### src/rtl/prot_guard_pkg.sv
package prot_guard_pkg;
  typedef enum logic [1:0] {
    ACC_CMD   = 2'd0,
    ACC_STAT  = 2'd1,
    ACC_PROT  = 2'd2,
    ACC_OTHER = 2'd3
  } acc_e;
endpackage

### src/rtl/pg_addr_decode.sv
module pg_addr_decode
  import prot_guard_pkg::*;
#(
  parameter int                ADDR_W    = 8,
  parameter int                NUM_PROT  = 2,
  parameter logic [ADDR_W-1:0] CMD_ADDR  = 'h00,
  parameter logic [ADDR_W-1:0] STAT_ADDR = 'h04,
  parameter logic [ADDR_W-1:0] PROT_BASE = 'h10
) (
  input  logic [ADDR_W-1:0]   addr_i,
  output acc_e                kind_o,
  output logic [NUM_PROT-1:0] sel_o
);
  for (genvar i = 0; i < NUM_PROT; i++) begin : g_sel
    localparam logic [ADDR_W-1:0] RegAddr = PROT_BASE + ADDR_W'(i);
    assign sel_o[i] = (addr_i == RegAddr);
  end

  always_comb begin
    if (addr_i == CMD_ADDR)       kind_o = ACC_CMD;
    else if (addr_i == STAT_ADDR) kind_o = ACC_STAT;
    else if (|sel_o)              kind_o = ACC_PROT;
    else                          kind_o = ACC_OTHER;
  end
endmodule

### src/rtl/pg_arm_ctrl.sv
module pg_arm_ctrl
  import prot_guard_pkg::*;
(
  input  logic clk_i,
  input  logic rst_ni,
  input  logic wr_i,
  input  logic rd_i,
  input  acc_e kind_i,
  input  logic clr_bit_i,
  output logic commit_o,
  output logic armed_o,
  output logic err_o
);
  logic armed_q, err_q;
  logic err_set, err_clr;

  assign commit_o = wr_i && (kind_i == ACC_PROT) && armed_q;

  // unarmed protected write, or any non-command non-protected write while armed
  assign err_set = wr_i && (((kind_i == ACC_PROT) && !armed_q) ||
                            (armed_q && (kind_i == ACC_STAT || kind_i == ACC_OTHER)));
  assign err_clr = wr_i && (kind_i == ACC_STAT) && !clr_bit_i;

  always_ff @(posedge clk_i or negedge rst_ni) begin
    if (!rst_ni) begin
      armed_q <= 1'b0;
      err_q   <= 1'b0;
    end else begin
      if (wr_i) armed_q <= (kind_i == ACC_CMD);
      if (err_set)      err_q <= 1'b1;
      else if (err_clr) err_q <= 1'b0;
    end
  end

  assign armed_o = armed_q;
  assign err_o   = err_q;

  AST_CMD_ARMS: assert property (@(posedge clk_i) disable iff (!rst_ni)
    (wr_i && kind_i == ACC_CMD) |=> armed_q);
  AST_COMMIT_CONSUMES: assert property (@(posedge clk_i) disable iff (!rst_ni)
    (armed_q && wr_i && kind_i == ACC_PROT) |=> !armed_q);
  AST_INTERVENE_ERR: assert property (@(posedge clk_i) disable iff (!rst_ni)
    (armed_q && wr_i && (kind_i == ACC_STAT || kind_i == ACC_OTHER)) |=> (!armed_q && err_q));
  AST_ERR_STICKY: assert property (@(posedge clk_i) disable iff (!rst_ni)
    (err_q && !(wr_i && kind_i == ACC_STAT && !clr_bit_i)) |=> err_q);
  AST_READ_KEEPS_ARM: assert property (@(posedge clk_i) disable iff (!rst_ni)
    (armed_q && rd_i) |=> armed_q);
  AST_REARM_NO_ERR: assert property (@(posedge clk_i) disable iff (!rst_ni)
    (armed_q && wr_i && kind_i == ACC_CMD) |=> (armed_q && err_q == $past(err_q)));
endmodule

### src/rtl/pg_prot_bank.sv
module pg_prot_bank #(
  parameter int                       DATA_W   = 8,
  parameter int                       NUM_PROT = 2,
  parameter logic [NUM_PROT*DATA_W-1:0] PROT_RST = '0
) (
  input  logic                             clk_i,
  input  logic                             rst_ni,
  input  logic                             commit_i,
  input  logic [NUM_PROT-1:0]              sel_i,
  input  logic [DATA_W-1:0]                wdata_i,
  output logic [NUM_PROT-1:0][DATA_W-1:0]  q_o
);
  for (genvar i = 0; i < NUM_PROT; i++) begin : g_reg
    always_ff @(posedge clk_i or negedge rst_ni) begin
      if (!rst_ni)                  q_o[i] <= PROT_RST[i*DATA_W +: DATA_W];
      else if (commit_i && sel_i[i]) q_o[i] <= wdata_i;
    end
  end
endmodule

### src/rtl/prot_wr_guard.sv
module prot_wr_guard
  import prot_guard_pkg::*;
#(
  parameter int                         ADDR_W    = 8,
  parameter int                         DATA_W    = 8,
  parameter int                         NUM_PROT  = 2,
  parameter logic [ADDR_W-1:0]          CMD_ADDR  = 'h00,
  parameter logic [ADDR_W-1:0]          STAT_ADDR = 'h04,
  parameter logic [ADDR_W-1:0]          PROT_BASE = 'h10,
  parameter logic [NUM_PROT*DATA_W-1:0] PROT_RST  = 16'h0003
) (
  input  logic              clk_i,
  input  logic              rst_ni,
  input  logic              req_i,
  input  logic              we_i,
  input  logic [ADDR_W-1:0] addr_i,
  input  logic [DATA_W-1:0] wdata_i,
  output logic [DATA_W-1:0] rdata_o
);
  acc_e                            kind;
  logic [NUM_PROT-1:0]             sel;
  logic                            wr, rd, commit, armed, err;
  logic [NUM_PROT-1:0][DATA_W-1:0] prot_q;

  assign wr = req_i && we_i;
  assign rd = req_i && !we_i;

  pg_addr_decode #(
    .ADDR_W(ADDR_W), .NUM_PROT(NUM_PROT),
    .CMD_ADDR(CMD_ADDR), .STAT_ADDR(STAT_ADDR), .PROT_BASE(PROT_BASE)
  ) u_dec (
    .addr_i(addr_i), .kind_o(kind), .sel_o(sel)
  );

  pg_arm_ctrl u_arm (
    .clk_i(clk_i), .rst_ni(rst_ni), .wr_i(wr), .rd_i(rd), .kind_i(kind),
    .clr_bit_i(wdata_i[0]), .commit_o(commit), .armed_o(armed), .err_o(err)
  );

  pg_prot_bank #(
    .DATA_W(DATA_W), .NUM_PROT(NUM_PROT), .PROT_RST(PROT_RST)
  ) u_bank (
    .clk_i(clk_i), .rst_ni(rst_ni), .commit_i(commit), .sel_i(sel),
    .wdata_i(wdata_i), .q_o(prot_q)
  );

  always_comb begin
    rdata_o = '0;
    if (kind == ACC_STAT) rdata_o = {{(DATA_W-1){1'b0}}, err};
    for (int i = 0; i < NUM_PROT; i++) begin
      if (sel[i]) rdata_o = prot_q[i];
    end
  end

  AST_UNARMED_HOLD: assert property (@(posedge clk_i) disable iff (!rst_ni)
    (wr && kind == ACC_PROT && !armed) |=> ($stable(prot_q) && err));
  AST_OTHER_HOLD: assert property (@(posedge clk_i) disable iff (!rst_ni)
    (wr && kind != ACC_PROT) |=> $stable(prot_q));
endmodule

### config.mk
export PLATFORM = sky130hd
export DESIGN_NAME = prot_wr_guard
export DESIGN_NICKNAME = d
export VERILOG_FILES = /design/src/rtl/prot_guard_pkg.sv /design/src/rtl/pg_addr_decode.sv /design/src/rtl/pg_arm_ctrl.sv /design/src/rtl/pg_prot_bank.sv /design/src/rtl/prot_wr_guard.sv
export SDC_FILE = /design/constraint.sdc
export NUM_CORES = 1
export LEC_CHECK = 0
export BUFFER_PORTS_ARGS = -buffer_cell sky130_fd_sc_hd__buf_2
export CORE_AREA = 3 3 48 50
export DETAILED_ROUTE_END_ITERATION = 8
export DIE_AREA = 0 0 51 53
export PLACE_DENSITY = 0.85
export SLEW_MARGIN = 10
export SYNTH_ARGS = -nofsm -noshare
export SYNTH_HDL_FRONTEND = slang
export SYNTH_SLANG_ARGS = --single-unit
### constraint.sdc
create_clock -name clk_i -period 1.65 [get_ports clk_i]
set_input_delay 0.33 -clock clk_i [delete_from_list [all_inputs] [get_ports clk_i]]
set_output_delay 0.33 -clock clk_i [all_outputs]
set_load 0.05 [all_outputs]
; ---- After elaboration in Yosys (flattened, before gate mapping)
; Cells that the tools add are included.
[op_classes]
n_reduce_logical = 18
n_mux = 8
n_eq_ne = 6
[op_table]
columns = operator, count
row1 = equality test 8 x 5 -> 1 bit (second input constant), 2
row2 = two-way mux 8 bit, 2
row3 = logical AND 1 bit, 10
row4 = equality test 8 x 3 -> 1 bit (second input constant), 1
row5 = zero test 8 bit, 1
row6 = equality test 2 bit (second input constant), 2
row7 = two-way mux 1 bit, 4
row8 = two-way mux 2 bit, 2
row9 = equality test 2 x 1 -> 1 bit (second input constant), 1
row10 = zero test 1 bit, 2
row11 = zero test 2 bit, 1
row12 = logical OR 1 bit, 2
row13 = nonzero test 2 bit, 1
row14 = OR reduction 2 bit, 1
[word_totals]
ff_bits = 18
inputBits = 20
elab_cells = 36

; ---- Depth between registers and ports, before layout
[logic_depth]
depth_word = 11
ltp_mapped = 4
ltp_nobuf = 3

; ---- Cells and area by module
; A second synthesis with hierarchy kept.
[unflattened]
cells_unflattened = 73
hier_area_um2 = 897.1
[modules_own_cells]
columns = mod, area_per_inst_um2, cells_per_inst, n_inst
row1 = pg_prot_bank, 595.6, 34, 1
row2 = prot_wr_guard, 126.4, 19, 1
row3 = pg_arm_ctrl, 111.4, 12, 1
row4 = pg_addr_decode, 63.8, 8, 1

; ---- Worst setup path before layout
; No wires, ideal clock.
[synth_path]
kind = input to output
startpoint = input addr_i[1]
endpoint = output rdata_o[0]
t_arrival_ns = 2.102
required_time_ns = 1.320
stages = 3
path_slack_ns = -0.782
cell_sequence = nor4_4 nand3_1 o21ai_0
[synth_via]
elab_chain_len = 9
elab_cells_between_ends = 12
[synth_rtl]
columns = item, line_no
row1 = "start, declared", prot_wr_guard.sv:16  ; input logic [ADDR_W-1:0] addr_i,
row2 = equality test 8 x 5 -> 1 bit, pg_addr_decode.sv:16  ; assign sel_o[i] = (addr_i == RegAddr);
row3 = OR reduction 2 bit, pg_addr_decode.sv:22  ; else if (|sel_o) kind_o = ACC_PROT;
row4 = two-way mux 1 bit, pg_addr_decode.sv:22
row5 = two-way mux 2 bit, pg_addr_decode.sv:21  ; else if (addr_i == STAT_ADDR) kind_o = ACC_STAT;
row6 = two-way mux 2 bit, pg_addr_decode.sv:20  ; if (addr_i == CMD_ADDR) kind_o = ACC_CMD;
row7 = equality test 2 x 1 -> 1 bit, prot_wr_guard.sv:49  ; if (kind == ACC_STAT) rdata_o = {{(DATA_W-1){1'b0}}, err};
row8 = two-way mux 1 bit, prot_wr_guard.sv:49
row9 = two-way mux 8 bit, prot_wr_guard.sv:51  ; if (sel[i]) rdata_o = prot_q[i];
row10 = two-way mux 8 bit (*), prot_wr_guard.sv:51
row11 = "end, declared", prot_wr_guard.sv:18  ; output logic [DATA_W-1:0] rdata_o
; Every way passes the cells marked *; elsewhere a longest branch is shown, timed or not.

; ---- Final worst setup path
[layout_path]
startpoint = input addr_i[2]
endpoint = output rdata_o[1]
[layout_via]
elab_chain_len = 3
elab_cells_between_ends = 4
[layout_rtl]
columns = item, line_no
row1 = equality test 8 x 5 -> 1 bit, pg_addr_decode.sv:16
row2 = two-way mux 8 bit, prot_wr_guard.sv:51
row3 = two-way mux 8 bit (*), prot_wr_guard.sv:51
; Marks and branches as above.

==> reports/metrics.sh <==
CRITICAL-PATH-TOP-CELL-BY-COUNT='sky130_fd_sc_hd__buf_8'
DESIGN.DIE.AREA_UM2=2703
MAXCLOCKFREQUENCY_MHz=601.7
POWER.TOTAL_uW=791.0
LAYOUT-AREA-OVERHEAD-VS-SYNTH_PCT=49.53
LAYOUT_SETUP_WS_NS=-0.01185
REQUIRED_NS=1.32
SETUP_VIOL=6
NNETSFINAL=134
DRT_WL_TOTAL_UM=2085
SYNTH_TOP_CELL_AREA_SHARE=0.4318
GPL.FINAL_WEIGHTED_CONGESTION=0.7895
VIA_COUNT=741
GRT_SETUP_UNREPAIRED='true'
INITIAL_UTILIZATION=0.4774
SYNTH_ASYNC_SR_FLOP_SHARE=1.000
CLOCKBUFFERDEPTH=2
ROW_COUNT=16
VIAS_IN_THE_FIRST_GLOBAL_ROUTE=793
CRITICAL_PATH_BUFFER_AND_INVERTER_COUNT=3
SYNTH_WARNINGS=0
GRT_OVERFLOW=0
GRT_FIRST_PASS_WIRELENGTH_UM=3477
TRITONCTS.NUM_BUFFERS=3
CLOCK_LATENCY_NS=0.29
CRIT_FANOUT=3
TIGHTEST_SLEW_NS=0.4060
MAX_CAP_VIOL_COUNT=0
GRT_UTIL_ALL_LAYERS=0.1765
WORST_HOLD_PATH_CLASS='in -> reg'
DIODES=0
SYNTH_SEQ_AREA_SHARE=0.4885
POSTSYNTHNETCOUNT=94
SYNTH_EDF_COUNT=0
CTS_NUM_SINKS=18
DIE_H_UM=53
CRITPATHARRIVALTIME_NS=1.33
POSTROUTEANTENNANETS=0
CELL_FAMILY_WITH_MOST_CP_DELAY='simple AND/OR/NAND/NOR gates'
DRTPASS1ITERATIONS=3
CLOCK_TREE_FROM_TRITONCTS='built'
PORT_BUFFERS=27
TIMING.FINAL.CRIT_SHARE=1.007
CORE_AREA_UM2=1942
DRC_ERRORS=0
CRITICAL_PATH_CLASS='in -> out'
CLOCK_TREE.ROOT_CELL='sky130_fd_sc_hd__clkbuf_4'
R2R_SLACK_NS=0.33
CPMAXSTAGEDELAYCELL='sky130_fd_sc_hd__nor4_4'
HOLD_VIOLATIONS=0
SYNTHFLOPTYPE='sky130_fd_sc_hd__dfrtp_1'
SYNTHESIS.INSTANCES=74
FAILED_CHECKS='setup timing'
SYNTH_TOP_CELL_BY_AREA='sky130_fd_sc_hd__dfrtp_1'
ANTENNA_FOUND_INITIAL=0
SYN_AREA_UM2=927.1
SYNTHTOPCELLSBYAREA='sky130_fd_sc_hd__dfrtp_1 (43%), sky130_fd_sc_hd__mux2_2 (19%), sky130_fd_sc_hd__mux2i_1 (8.6%), sky130_fd_sc_hd__dfstp_2 (5.7%), sky130_fd_sc_hd__nor2_1 (3.2%)'
SYNTHDISTINCTLIBCELLS=25
VDD.IR_DROP.WORST_uV=554.7
TOP_LEVEL_PORTS=28
WL_PER_CELL_UM=14.89
END_KIND='output port'
SYNTHTOPCELLSBYCOUNT='sky130_fd_sc_hd__dfrtp_1 (16), sky130_fd_sc_hd__mux2_2 (16), sky130_fd_sc_hd__mux2i_1 (8), sky130_fd_sc_hd__nor2_1 (8), sky130_fd_sc_hd__nand2_1 (3)'
P_LEAK_nW=0.6876
DRT-INITIAL-DRC-COUNT=3
FINAL.SETUP_SKEW_NS=0.001633
PINS_OVER_SLEW_LIMIT=0
WORST_SLEW_MARGIN_REL=0.7293
PLACE_HPWL_UM=1544
HOLDWS_NS=0.2798
GRT_MAX_DEGREE=19
CRIT_PATH_START_KIND='input pin'
SYNTH_SEQ_CELLS=18
POWER_DENSITY_nW_PER_UM2=570.5
CRIT_CHAIN='buf_8 -> nor4_4 -> nand3_4 -> buf_6 -> nor2_4 -> buf_8'
CLK_TRANSITION_REPORTED_PATHS_NS=0.10
POST_SYNTH.CELL_AREA_AVG_UM2=12.53
CRIT_PATH_MAX_INCR_DELAY_NS=0.34
VIA_PER_INST=5.293
FINAL_LAYOUT_SIZE_SUFFIX_GT1_FRAC=0.6460
HTREE_NUM_LEVELS=1
RUN_STATUS='finished, violations left'
DIEWIDTH_UM=51
FINAL.MIN_CLOCK_PERIOD_NS=1.662
==> metal layers <==
layer  up-vias  track usage  wire [um]
li1        357            -          -
met1       363       0.1901        842
met2        19       0.3391       1150
met3         2      0.01972         79
met4         0      0.08520         12
met5         -            0          0
==> registers in the layout, summed over array words and instances, names as in the netlist <==
register       count
u_bank.q_o        16
u_arm.armed_o      1
u_arm.err_o        1
==> report_power, final <==
part | total, mW | internal [mW] | switching [mW]
logic | 0.0825 | 0.0382 | 0.0443
registers | 0.442 | 0.442 | 0.000500
clock network | 0.266 | 0.134 | 0.132
total | 0.791 | 0.614 | 0.176
==> metrics by stage <==
step	area, um^2	util	setup WS (ns)	std cells	setup TNS [ns]
global placement	1241	0.6392	-0.1215	133	-0.9595
finish	1386	0.7139	-0.01185	140	-0.05558
detailed placement	1241	0.6392	-0.1355	133	-1.426
global route	1386	0.7139	-0.06691	140	-0.3965
floorplan	1003	-	-0.09054	74	-0.3159
CTS	1371	0.7062	-0.02374	139	-0.09281
==> worst register-to-register path: cells and delay by family, from the launching register on <==
| kind | cells | cell delay, ns |
|---|---|---|
| flip-flops | 1 | 0.42 |
| AND/OR/NAND/NOR | 2 | 0.33 |
| multiplexers | 1 | 0.33 |
| buffers and inverters | 1 | 0.13 |
==> cells by family (layout without fill, tap and decap cells) <==
logic type / count (synthesis) / count (layout) / share of synthesized area
multiplexers: 24 / 24 / 0.2807
AND/OR/NAND/NOR: 24 / 24 / 0.1741
AO/OA/AOI/OAI: 5 / 5 / 0.04319
flip-flops: 18 / 18 / 0.4885
buffers and inverters: 3 / 42 / 0.01348
==> final cells by class <==
class	count	area (um^2)
Fill cell	156	555.5
Multi-Input combinational cell	53	544.3
Sequential cell	18	452.9
Timing Repair Buffer	37	315.3
Clock buffer	4	36.28
Tap cell	27	33.78
Inverter	1	3.754
==> placed cells by master (no fill, tap or decap) <==
cell	count
sky130_fd_sc_hd__buf_2	17
sky130_fd_sc_hd__mux2_2	16
sky130_fd_sc_hd__dfrtp_1	16
sky130_fd_sc_hd__mux2i_1	8
sky130_fd_sc_hd__buf_6	8
sky130_fd_sc_hd__nor2_4	7
sky130_fd_sc_hd__buf_4	6
sky130_fd_sc_hd__nand2_1	3
sky130_fd_sc_hd__clkbuf_4	3
sky130_fd_sc_hd__buf_8	3
sky130_fd_sc_hd__nand4_2	2
sky130_fd_sc_hd__buf_12	2
sky130_fd_sc_hd__dfstp_2	2
sky130_fd_sc_hd__nor2_2	1
sky130_fd_sc_hd__nor4_4	1
sky130_fd_sc_hd__nand3_4	1
sky130_fd_sc_hd__nor2_1	1
sky130_fd_sc_hd__nor4b_2	1
sky130_fd_sc_hd__nand4_1	1
sky130_fd_sc_hd__o21ai_4	1
sky130_fd_sc_hd__and4b_1	1
sky130_fd_sc_hd__nand4b_1	1
sky130_fd_sc_hd__nand2b_1	1
sky130_fd_sc_hd__nand3_1	1
sky130_fd_sc_hd__a31o_2	1
sky130_fd_sc_hd__and3b_1	1
sky130_fd_sc_hd__inv_1	1
sky130_fd_sc_hd__a41o_1	1
sky130_fd_sc_hd__o211ai_1	1
sky130_fd_sc_hd__o41ai_1	1
sky130_fd_sc_hd__and4_1	1
sky130_fd_sc_hd__clkbuf_8	1
sky130_fd_sc_hd__dlygate4sd3_1	1
==> final timing paths <==
path                                from             end  cells after the start
max reg2reg                u_arm.armed_o   u_bank.q_o[3]                      4
max                            addr_i[2]      rdata_o[1]                      6
min in group asynchronous         rst_ni  u_bank.q_o[12]                      2
max in group asynchronous         rst_ni   u_bank.q_o[0]                      2
min                           wdata_i[4]  u_bank.q_o[12]                      2
min reg2reg                u_bank.q_o[8]   u_bank.q_o[8]                      1
==> timing repair <==
item	CTS	global route
setup endpoints to repair	8	8
pin swaps	1	2
gates resized for setup	22	2
setup buffers	1	1
hold endpoints to repair	16	0
hold buffers	1	0
Power figures use the tool's default switching activity.
